--- src/rtl/sip_pkg.sv ---
package sip_pkg;
  typedef struct packed {
    logic fall;
    logic rise;
  } edge_ev_t;
endpackage

--- src/rtl/sip_rst_sync.sv ---
module sip_rst_sync (
  input  logic clk,
  input  logic arst_n,
  output logic rst_n_o
);
  logic [1:0] chain_q;

  always_ff @(posedge clk or negedge arst_n) begin
    if (!arst_n) chain_q <= 2'b00;
    else         chain_q <= {chain_q[0], 1'b1};
  end

  assign rst_n_o = chain_q[1];
endmodule

--- src/rtl/sip_sync_bits.sv ---
module sip_sync_bits #(
  parameter int W       = 2,
  parameter int STAGES  = 2,
  parameter logic [W-1:0] IDLE = '1
) (
  input  logic         clk,
  input  logic         rst_n,
  input  logic [W-1:0] din,
  output logic [W-1:0] dout
);
  logic [W-1:0] stage_q [STAGES];

  for (genvar s = 0; s < STAGES; s++) begin : g_stage
    logic [W-1:0] stage_d;
    if (s == 0) begin : g_first
      assign stage_d = din;
    end else begin : g_rest
      assign stage_d = stage_q[s-1];
    end
    always_ff @(posedge clk or negedge rst_n) begin
      if (!rst_n) stage_q[s] <= IDLE;
      else        stage_q[s] <= stage_d;
    end
  end

  assign dout = stage_q[STAGES-1];
endmodule

--- src/rtl/sip_strobe_qual.sv ---
module sip_strobe_qual
  import sip_pkg::*;
#(
  parameter int STB_MIN = 4
) (
  input  logic     clk,
  input  logic     rst_n,
  input  logic     lvl_n,
  output edge_ev_t ev
);
  localparam int CW = $clog2(STB_MIN + 1);
  localparam logic [CW-1:0] LIM = CW'(STB_MIN - 1);

  logic [CW-1:0] cnt_q, cnt_d;
  logic          act_q, act_d;
  logic          cnt_en;

  assign ev.fall = !lvl_n && !act_q && (cnt_q == LIM);
  assign ev.rise = lvl_n && act_q;
  assign cnt_en  = lvl_n || (cnt_q != LIM);

  always_comb begin
    cnt_d = cnt_q;
    if (lvl_n)              cnt_d = '0;
    else if (cnt_q != LIM)  cnt_d = cnt_q + 1'b1;
    act_d = act_q;
    if (ev.fall)      act_d = 1'b1;
    else if (ev.rise) act_d = 1'b0;
  end

  always_ff @(posedge clk or negedge rst_n) begin
    if (!rst_n) begin
      cnt_q <= '0;
      act_q <= 1'b0;
    end else begin
      if (cnt_en) cnt_q <= cnt_d;
      act_q <= act_d;
    end
  end
endmodule

--- src/rtl/strobed_input_port.sv ---
module strobed_input_port
  import sip_pkg::*;
#(
  parameter int DW      = 8,
  parameter int STB_MIN = 4
) (
  input  logic          clk,
  input  logic          rst_n,
  input  logic [DW-1:0] pin_data,
  input  logic          stb_n,
  output logic          full_o,
  output logic          irq_o,
  input  logic          rd_n,
  output logic [DW-1:0] host_dout,
  input  logic          cfg_we,
  input  logic          cfg_ie
);
  logic          rst_i_n;
  logic [1:0]    lvl_sync;
  logic          stb_lvl, rd_lvl;
  edge_ev_t      stb_ev;
  logic          rd_prev_q;
  logic          rd_fall, rd_rise;
  logic          full_q, full_d;
  logic          irq_q, irq_d;
  logic          ie_q, ie_d;
  logic [DW-1:0] latch_q;

  sip_rst_sync u_rst (
    .clk     (clk),
    .arst_n  (rst_n),
    .rst_n_o (rst_i_n)
  );

  sip_sync_bits #(.W(2), .STAGES(2), .IDLE(2'b11)) u_sync (
    .clk   (clk),
    .rst_n (rst_i_n),
    .din   ({rd_n, stb_n}),
    .dout  (lvl_sync)
  );

  assign stb_lvl = lvl_sync[0];
  assign rd_lvl  = lvl_sync[1];

  sip_strobe_qual #(.STB_MIN(STB_MIN)) u_qual (
    .clk   (clk),
    .rst_n (rst_i_n),
    .lvl_n (stb_lvl),
    .ev    (stb_ev)
  );

  assign rd_fall = !rd_lvl && rd_prev_q;
  assign rd_rise = rd_lvl && !rd_prev_q;

  always_comb begin
    full_d = full_q;
    if (rd_rise)     full_d = 1'b0;
    if (stb_ev.fall) full_d = 1'b1;
    irq_d = irq_q;
    if (rd_fall)     irq_d = 1'b0;
    if (stb_ev.rise && ie_q && full_q) irq_d = 1'b1;
    ie_d = cfg_we ? cfg_ie : ie_q;
  end

  always_ff @(posedge clk or negedge rst_i_n) begin
    if (!rst_i_n) begin
      rd_prev_q <= 1'b1;
      full_q    <= 1'b0;
      irq_q     <= 1'b0;
      ie_q      <= 1'b0;
    end else begin
      rd_prev_q <= rd_lvl;
      full_q    <= full_d;
      irq_q     <= irq_d;
      ie_q      <= ie_d;
    end
  end

  always_ff @(posedge clk or negedge rst_i_n) begin
    if (!rst_i_n)        latch_q <= '0;
    else if (stb_ev.fall) latch_q <= pin_data;
  end

  assign full_o    = full_q;
  assign irq_o     = irq_q;
  assign host_dout = rd_lvl ? '0 : latch_q;
endmodule

--- config.mk ---
export PLATFORM = sky130hd
export DESIGN_NAME = strobed_input_port
export DESIGN_NICKNAME = d
export VERILOG_FILES = /design/src/rtl/sip_pkg.sv /design/src/rtl/sip_rst_sync.sv /design/src/rtl/sip_sync_bits.sv /design/src/rtl/sip_strobe_qual.sv /design/src/rtl/strobed_input_port.sv
export SDC_FILE = /design/constraint.sdc
export NUM_CORES = 1
export LEC_CHECK = 0
export BUFFER_PORTS_ARGS = -buffer_cell sky130_fd_sc_hd__buf_2
export CAP_MARGIN = 20
export CELL_PAD_IN_SITES_DETAIL_PLACEMENT = 2
export CELL_PAD_IN_SITES_GLOBAL_PLACEMENT = 2
export CORE_UTILIZATION = 33
export DETAILED_ROUTE_END_ITERATION = 8
export PLACE_DENSITY_LB_ADDON = 0.1
export SETUP_SLACK_MARGIN = 0.4
export SLEW_MARGIN = 30
export SYNTH_ARGS = -nofsm -noshare
export SYNTH_HDL_FRONTEND = slang
export SYNTH_SLANG_ARGS = --single-unit
--- constraint.sdc ---
create_clock -name clk -period 0.95 [get_ports clk]
set_clock_uncertainty 0.15 [all_clocks]
set_input_delay 0.0475 -clock clk [delete_from_list [all_inputs] [get_ports clk]]
set_output_delay 0.0475 -clock clk [all_outputs]
set_load 0.005 [all_outputs]
# Word level (Yosys, flattened, before mapping)
# Cells that the tools add are included.
dict set report totals {
  n_memories 0
  regBits 22
  out_inout_bits 10
  elab_cells 39
  mem_bits_ro 0
  ram_bits 0
  latchBits 0
  in_bits 14
}
dict set report op_classes {
  n_reduce_logical 17
  n_lt_le_gt_ge 0
  div_mod_pow 0
  n_mux 9
  n_shift 0
  bitwise_logic 0
  n_eq_ne 2
  addsub 1
  mul 0
}
# operator count
set ops {}
lappend ops {{$mux W8} 1}
lappend ops {{$reduce_bool A2 Y1} 4}
lappend ops {{$logic_and A1 B1 Y1} 7}
lappend ops {{$mux W1} 6}
lappend ops {{$mux W3} 2}
lappend ops {{$logic_not A1 Y1} 4}
lappend ops {{$add A3 B1 Y3 const B} 1}
lappend ops {{$eq A3 B2 Y1 const B} 1}
lappend ops {{$ne A3 B2 Y1 const B} 1}
lappend ops {{$reduce_and A2 Y1} 1}
lappend ops {{$logic_or A1 B1 Y1} 1}

# Longest topological paths before layout
# Gate-level depths: netlist of run 1.
dict set report depth {
  depth_word 4
  mapped_depth 4
  mapped_depth_nobuf 4
}

# Hierarchy
# Synthesis of run 1 repeated with hierarchy kept, for this count alone.
dict set report hier_totals {
  hier_cells 59
  area_unflattened_um2 892.1
}
# module instances cells_each seq_area_each_um2 area_each_um2
set modules_own_cells {}
lappend modules_own_cells {strobed_input_port 1 34 301.5 535.5}
lappend modules_own_cells {sip_strobe_qual 1 18 100.1 197.7}
lappend modules_own_cells {sip_sync_bits 1 4 105.1 105.1}
lappend modules_own_cells {sip_rst_sync 1 3 50.0 53.8}

# Worst setup path after synthesis of run 1
# No wires, ideal clock.
dict set report synth_path {
  path_kind {register -> register}
  start {reg u_qual.cnt_q[0]}
  end {reg latch_q[0]}
  synth_period_minus_slack_ns 1.755
  setup_ns 0.125
  path_stages_with_launch 5
  t_required_ns 0.675
  setup_slack_ns -0.805
  n_path_buf 0
  t_arrival_ns 1.480
  path_cell_list {dfrtp_1 ha_1 ha_1 nor3b_4 mux2_2}
}
dict set report synth_between {
  elab_chain_cells 2
}
# item line_no
set synth_lines {}
lappend synth_lines {{start, declared} sip_strobe_qual.sv:14} ;# logic [CW-1:0] cnt_q, cnt_d;
lappend synth_lines {{start signal, assigned} sip_strobe_qual.sv:36} ;# if (cnt_en) cnt_q <= cnt_d;
lappend synth_lines {{$eq A3 B2 Y1} sip_strobe_qual.sv:18} ;# assign ev.fall = !lvl_n && !act_q && (cnt_q == LIM);
lappend synth_lines {{$logic_and A1 B1 Y1} sip_strobe_qual.sv:18}
lappend synth_lines {{end signal, assigned} strobed_input_port.sv:81} ;# else if (stb_ev.fall) latch_q <= pin_data;
lappend synth_lines {{end, declared} strobed_input_port.sv:27} ;# logic [DW-1:0] latch_q;
# No other way between the ends.
# A chain may end at the register's enable or synchronous reset.

# Worst setup path after layout of run 1
dict set report layout_path {
  start {reg u_qual.cnt_q[1]}
  end {reg latch_q[2]}
}
# The elaborated chain is that of the path after synthesis.

==> flow_summary.yaml, run 1 <==
floorplanning:
  rows: 17
  fp.dieH_um: 52.6
  ios: 24
  fp.coreArea_sq_mm: 0.00232
  start_util_pct: 36.5
  die_w_um: 52.6
  dieArea_sq_mm: 0.00277
power:
  power_frac_seq_pct: 44.4
  power.total_mw: 2.96
  comb_power_share_pct: 31.5
  p_leak_nw: 0.664
  switching_share_pct: 25.8
  ir_drop_mv: 1.58
  power_density_mw_per_mm2: 2200
  pwr-share-clk_pct: 24.2
  p_switching_mw: 0.766
  internal_power_mw: 2.20
critical_path:
  r2r_slack_ns: -0.74
  worstReg2RegEnd: "latch_q[2]"
  reg2reg_depth: 5
  startpoint_type: "register"
  cp.required_ns: 1.00
  cp-end-kind: "register"
  arrival_ns: 1.74
  slowest_stage: "dfrtp_1"
  cpLargestDelayFamily: "flip-flops"
  critPathMaxFanout: 7
  worstSetupPathType: "register to register"
  worst-path-buf-inv: 1
  rr_startpoint: "u_qual.cnt_q[1]"
  critical-path-max-stage-delay_ns: 0.39
  cp_cell_sequence: "ha_2, ha_4, nor3b_4, buf_6, mux2_4"
min_path:
  holdPathStages: 1
  hold_class: "input pin to register"
  hold_end: "u_sync.g_stage[1].stage_d[0]"
  min_from: "stb_n"
finish:
  layout_common_cells: "buf_2, dfrtp_1, buf_6"
  fin_util_pct: 58.0
  final_common_cell: "buf_2"
  num_antenna_cells: 0
  fillCellCount: 218
  fin_nets: 122
  drive_gt1_share_pct: 67.6
  area_delta_synth_final_pct: 59.0
  final_cell_count_no_fill: 133
global_route:
  grt_pass1_vias: 703
  track_usage_pct: 18.3
  antenna_found_initial: 0
  grt_first_pass_wirelength_um: 3480
  gr-total-overflow: 0
  grt_max_degree: 14
route:
  ant_nets: 0
  drtIter0Drc: 9
  totalWireLength_um: 2660
  via_count: 632
  wl_per_cell_um: 20.0
  drtPass1Iterations: 5
  drc_errors: 0
  routed_via_density: 4.75
cts:
  cts_num_sinks: 22
  hold_buffers: 1
  htree_levels: 1
  numCtsBuffers: 3
  cts_buffer_depth: 2
  cts_tree: "built"
  clock_latency_ns: 0.31
  cts_root_buffer: "clkbuf_4"
  cts.clk_slew.worst_paths_ns: 0.13
place:
  place_inst: 119
  dp_hpwl_um: 1360
  gp_congestion: 0.715
  numPortBuffers: 23
  dp_slack_ns: -0.713
synth:
  synth.cell_area_sq_um: 846
  ys_warn_count: 0
  synth_cells: 58
  synth_seq_cells: 22
  ys_types: 17
  synth_area_per_cell_sq_um: 14.6
  ys_seq_area_share_pct: 65.8
  syn_nets: 74
outcome:
  violations: "negative hold slack, negative setup slack"
  run_status: "complete, but fails checks"
timing:
  fin_crit_ns: 1.69
  rsz0062_at_grt: "true"
  hold_ws_ns: -0.332
  fmax_mhz: 592
  final.setup.worst_slack_ns: -0.739
  setup_tns_ns: -13.05
  hold_viol_final: 13
  finalMaxSlewViolations: 0
  setup_viol: 25
  fin_crit_sh_pct: 178
job:
  drv_cap: 0
[power groups by stage]
stage          clock network (mW)  registers, mW  logic, mW
6_report                    0.716           1.32      0.933
5_1_grt                     0.774           1.34       1.00
4_1_cts                     0.740           1.30      0.808
3_5_place_dp                    0           1.31      0.631
3_3_place_gp                    0           1.29      0.600
2_1_floorplan                   0           1.28      0.379
[per-layer routing]
layer  up-vias  wire, um  GRT usage, %
li1        287         -             -
met1       329      1040          20.7
met2        16      1550          36.3
met3         0        63          3.48
met4         0         0          1.32
met5         -         0             0
[cells by family (layout without fill, tap and decap cells)]
| group | after synthesis | count (layout) | synth area share, % |
|---|---|---|---|
| AOI/OAI and AO/OA | 3 | 3 | 2.51 |
| xor gates and xnor gates | 1 | 1 | 1.04 |
| adders and majority gates | 2 | 2 | 2.96 |
| buffers and inverters | 2 | 49 | 0.888 |
| DFF | 22 | 22 | 65.8 |
| muxes | 10 | 10 | 13.2 |
| other | 1 | 1 | 0.443 |
| and+or+nand+nor | 17 | 17 | 13.2 |
[synth_stat cells, drive strengths merged]
library cell / n / area [sq um]
a211oi: 1 / 7.51
a21o: 1 / 8.76
and2b: 1 / 8.76
conb: 1 / 3.75
dfrtp: 17 / 425
dfstp: 5 / 131
ha: 2 / 25.0
inv: 2 / 7.51
mux2: 9 / 101
mux2i: 1 / 10.0
nand2b: 1 / 6.26
nand4: 1 / 6.26
nor2: 4 / 15.0
nor2b: 9 / 56.3
nor3b: 1 / 18.8
o21ai: 1 / 5.00
xor2: 1 / 8.76
[how the worst max path moves through the flow]
stage,slack [ns],from,end,depth (start not counted)
CTS,-0.70,u_qual.cnt_q[1],latch_q[2],5
detailed placement,-0.71,u_qual.cnt_q[0],latch_q[6],5
global route,-0.78,u_qual.cnt_q[0],latch_q[6],5
finish,-0.74,u_qual.cnt_q[1],latch_q[2],5
floorplan,-0.73,u_qual.cnt_q[0],latch_q[0],4
global placement,-0.66,u_qual.cnt_q[0],latch_q[5],5
[registers in the layout, summed over array words and instances, names as in the netlist]
signal	flops
latch_q	8
u_qual.cnt_q	3
u_rst.chain_q	2
u_sync.dout	2
u_sync.g_stage.stage_d	2
full_o	1
ie_q	1
irq_o	1
rd_prev_q	1
u_qual.act_q	1
[through the flow]
step | hold slack (ns) | instance area [sq um]
after global placement | -0.317 | 1100
after global routing | -0.352 | 1350
after CTS | -0.347 | 1280
after detailed placement | -0.315 | 1100
final | -0.332 | 1350
after floorplan | -0.398 | 862
[cell type report]
cell class / instances / area, sq um / area share [%]
Clock buffer: 3 / 22.5 / 1.67
Clock inverter: 1 / 30.0 / 2.23
Inverter: 2 / 7.51 / 0.558
Multi-Input combinational cell: 34 / 354 / 26.3
Sequential cell: 22 / 558 / 41.5
Tap cell: 28 / 35.0 / 2.60
Timing Repair Buffer: 43 / 338 / 25.1
[what timing repair did]
action / CTS / global route
pin swaps: 3 / 3
setup endpoints to repair: 37 / 39
hold endpoints to repair: 13 / 13
cloned: 1 / 0
setup buffers: 4 / 4
gates resized for setup: 18 / 9
[worst register-to-register path, cell delays in order, from the launching register on]
cell and delay (ns):
dfrtp_1 0.39, ha_2 0.20, ha_4 0.13, nor3b_4 0.21, buf_6 0.19, mux2_4 0.31
Note: power is estimated with default switching activity, not from simulation.
==> run 2: changes to the inputs <==
--- a/config.mk
+++ b/config.mk
@@ -10,6 +10,7 @@
 export CELL_PAD_IN_SITES_DETAIL_PLACEMENT = 2
 export CELL_PAD_IN_SITES_GLOBAL_PLACEMENT = 2
 export CORE_UTILIZATION = 33
+export CTS_CLUSTER_SIZE = 12
 export DETAILED_ROUTE_END_ITERATION = 8
 export PLACE_DENSITY_LB_ADDON = 0.1
 export SETUP_SLACK_MARGIN = 0.4
==> constraint.sdc (replaced) <==
create_clock -name clk -period 1.9 [get_ports clk]
set_clock_uncertainty 0.15 [all_clocks]
set_input_delay 0.095 -clock clk [delete_from_list [all_inputs] [get_ports clk]]
set_output_delay 0.095 -clock clk [all_outputs]
set_load 0.005 [all_outputs]
==> run 2 against run 1 <==
Net effect:
- the run now ends clean
- first-iteration DRC count is 100% lower
- register-to-register slack better by 0.93 ns
- largest cell class unchanged
- power is 51% lower
- sequential power is 50% lower
- worst hold slack improved by 0.39 ns
- wire length is 1.4% higher
- cell area fell by 2.7%
- sequential share of layout area up 1.1 points
- combinational power shrank 56%
- clock power decreased by 48%
- critical path depth stayed put
==> flow_summary.yaml, run 2 (synthesized netlist as in run 1, its figures left out) <==
outcome:
  run_status: "completed"
route:
  wl_per_cell_um: 19.8
  drtIter0Drc: 0
  via_count: 619
  wl_met2_um: 1490
  drtPass1Iterations: 1
  drc_errors: 0
  ant_nets: 0
  wl_met3_um: 68
  totalWireLength_um: 2690
  highest_layer: "met4"
  m1WireLength_um: 1090
  routed_via_density: 4.55
power:
  ir_drop_mv: 0.687
  internal_power_mw: 1.06
  pwr-share-clk_pct: 25.9
  p_switching_mw: 0.384
  p_leak_nw: 0.634
  power_frac_seq_pct: 45.6
  comb_power_share_pct: 28.5
  power_density_mw_per_mm2: 1100
  switching_share_pct: 26.6
cts:
  numCtsBuffers: 3
  cts_root_buffer: "clkbuf_4"
  clock_latency_ns: 0.33
  cts_tree: "built"
  cts.clk_slew.worst_paths_ns: 0.14
  cts_num_sinks: 22
  cts_buffer_depth: 2
  htree_levels: 1
critical_path:
  reg2reg_depth: 5
  critPathMaxFanout: 5
  arrival_ns: 1.79
  cp.required_ns: 1.98
  r2r_slack_ns: 0.19
  cp-end-kind: "register"
  startpoint_type: "register"
  worstSetupPathType: "register to register"
  rr_startpoint: "u_qual.cnt_q[0]"
  worstReg2RegEnd: "latch_q[5]"
finish:
  area_delta_synth_final_pct: 54.7
  reg.largest.list: "latch_q: 8 flops, u_qual.cnt_q: 3 flops"
  num_antenna_cells: 0
  layout_common_cells: "buf_2, dfrtp_1, dlygate4sd3_1"
  final_common_cell: "buf_2"
  fin_nets: 125
  drive_gt1_share_pct: 50.9
  largest_register_ffs: 8
  fin_util_pct: 56.4
  fillCellCount: 214
  regMostFlops: "latch_q"
global_route:
  antenna_found_initial: 0
  grt_max_degree: 21
  track_usage_pct: 18.7
  grt_first_pass_wirelength_um: 3420
  grt_pass1_vias: 668
  gr-total-overflow: 0
timing:
  fmax_mhz: 584
  setup_viol: 0
  rsz0062_at_grt: "true"
  fin_crit_sh_pct: 90.1
  finalMaxSlewViolations: 0
  setup_tns_ns: 0
  hold_viol_final: 0
  fin_crit_ns: 1.71
  final.setup.worst_slack_ns: 0.189
floorplanning:
  die_w_um: 52.6
  rows: 17
  fp.coreArea_sq_mm: 0.00232
  dieArea_sq_mm: 0.00277
  ios: 24
  fp.dieH_um: 52.6
  start_util_pct: 36.5
place:
  gp_congestion: 0.634
  numPortBuffers: 23
  dp_slack_ns: 0.197
min_path:
  hold_class: "register to async pin"
job:
  drv_cap: 0
run 2: cell count changes in the layout (fill, tap and decap cells not counted), sizes merged:
cell	change
buf	-10
dlygate4sd3	+13
run 2: worst max-delay path by stage:
stage,start,to,cells after the start
after floorplan,u_qual.cnt_q[0],latch_q[0],4
after global placement,u_qual.cnt_q[0],latch_q[6],5
after detailed placement,u_qual.cnt_q[0],latch_q[5],5
after CTS,u_qual.cnt_q[1],latch_q[1],5
after global routing,u_qual.cnt_q[0],latch_q[5],5
final,u_qual.cnt_q[0],latch_q[5],5
run 2: layout make-up:
cell class | count | area (sq um) | share of cell area, %
Clock buffer | 3 | 22.5 | 1.72
Clock inverter | 1 | 30.0 | 2.29
Inverter | 2 | 7.51 | 0.574
Multi-Input combinational cell | 34 | 327 | 25.0
Sequential cell | 22 | 557 | 42.5
Tap cell | 28 | 35.0 | 2.68
Timing Repair Buffer | 46 | 330 | 25.2
run 2: critical path: stages (launching register included):
cell,delay [ns]
dfrtp_1,0.39
ha_2,0.21
ha_4,0.13
nor3b_4,0.25
buf_6,0.18
mux2_4,0.31
run 2: routing by layer:
layer	track usage, %	vias up
met1	20.5	307
met4	7.89	0
met2	33.1	16
li1	-	291
met5	0	-
met3	5.22	5
run 2: through the flow:
step	cell area (sq um)	hold WS [ns]	cells	power, mW
final	1310	0.0569	136	1.44
after global routing	1310	0.0877	136	1.52
after CTS	1280	0.0697	132	1.39
after detailed placement	1030	-0.267	111	0.943
after global placement	1030	-0.271	111	0.920
after floorplan	861	-0.351	58	0.830
run 2: power groups by stage:
stage	Sequential, mW	Combinational, mW	Clock [mW]
2_1_floorplan	0.640	0.189	0
3_3_place_gp	0.646	0.274	0
3_5_place_dp	0.653	0.291	0
4_1_cts	0.649	0.381	0.364
5_1_grt	0.671	0.449	0.398
6_report	0.659	0.412	0.374
run 2: repair_timing:
| item | in CTS | in global routing |
|---|---|---|
| hold buffers | 14 | 0 |
| endpoints found under the hold margin | 13 | 0 |
| gates resized for setup | 10 | 2 |
| cloned | 1 | 0 |
| pin swaps | 1 | 1 |
| buffers inserted | 2 | 4 |
| setup endpoints to repair | 9 | 17 |
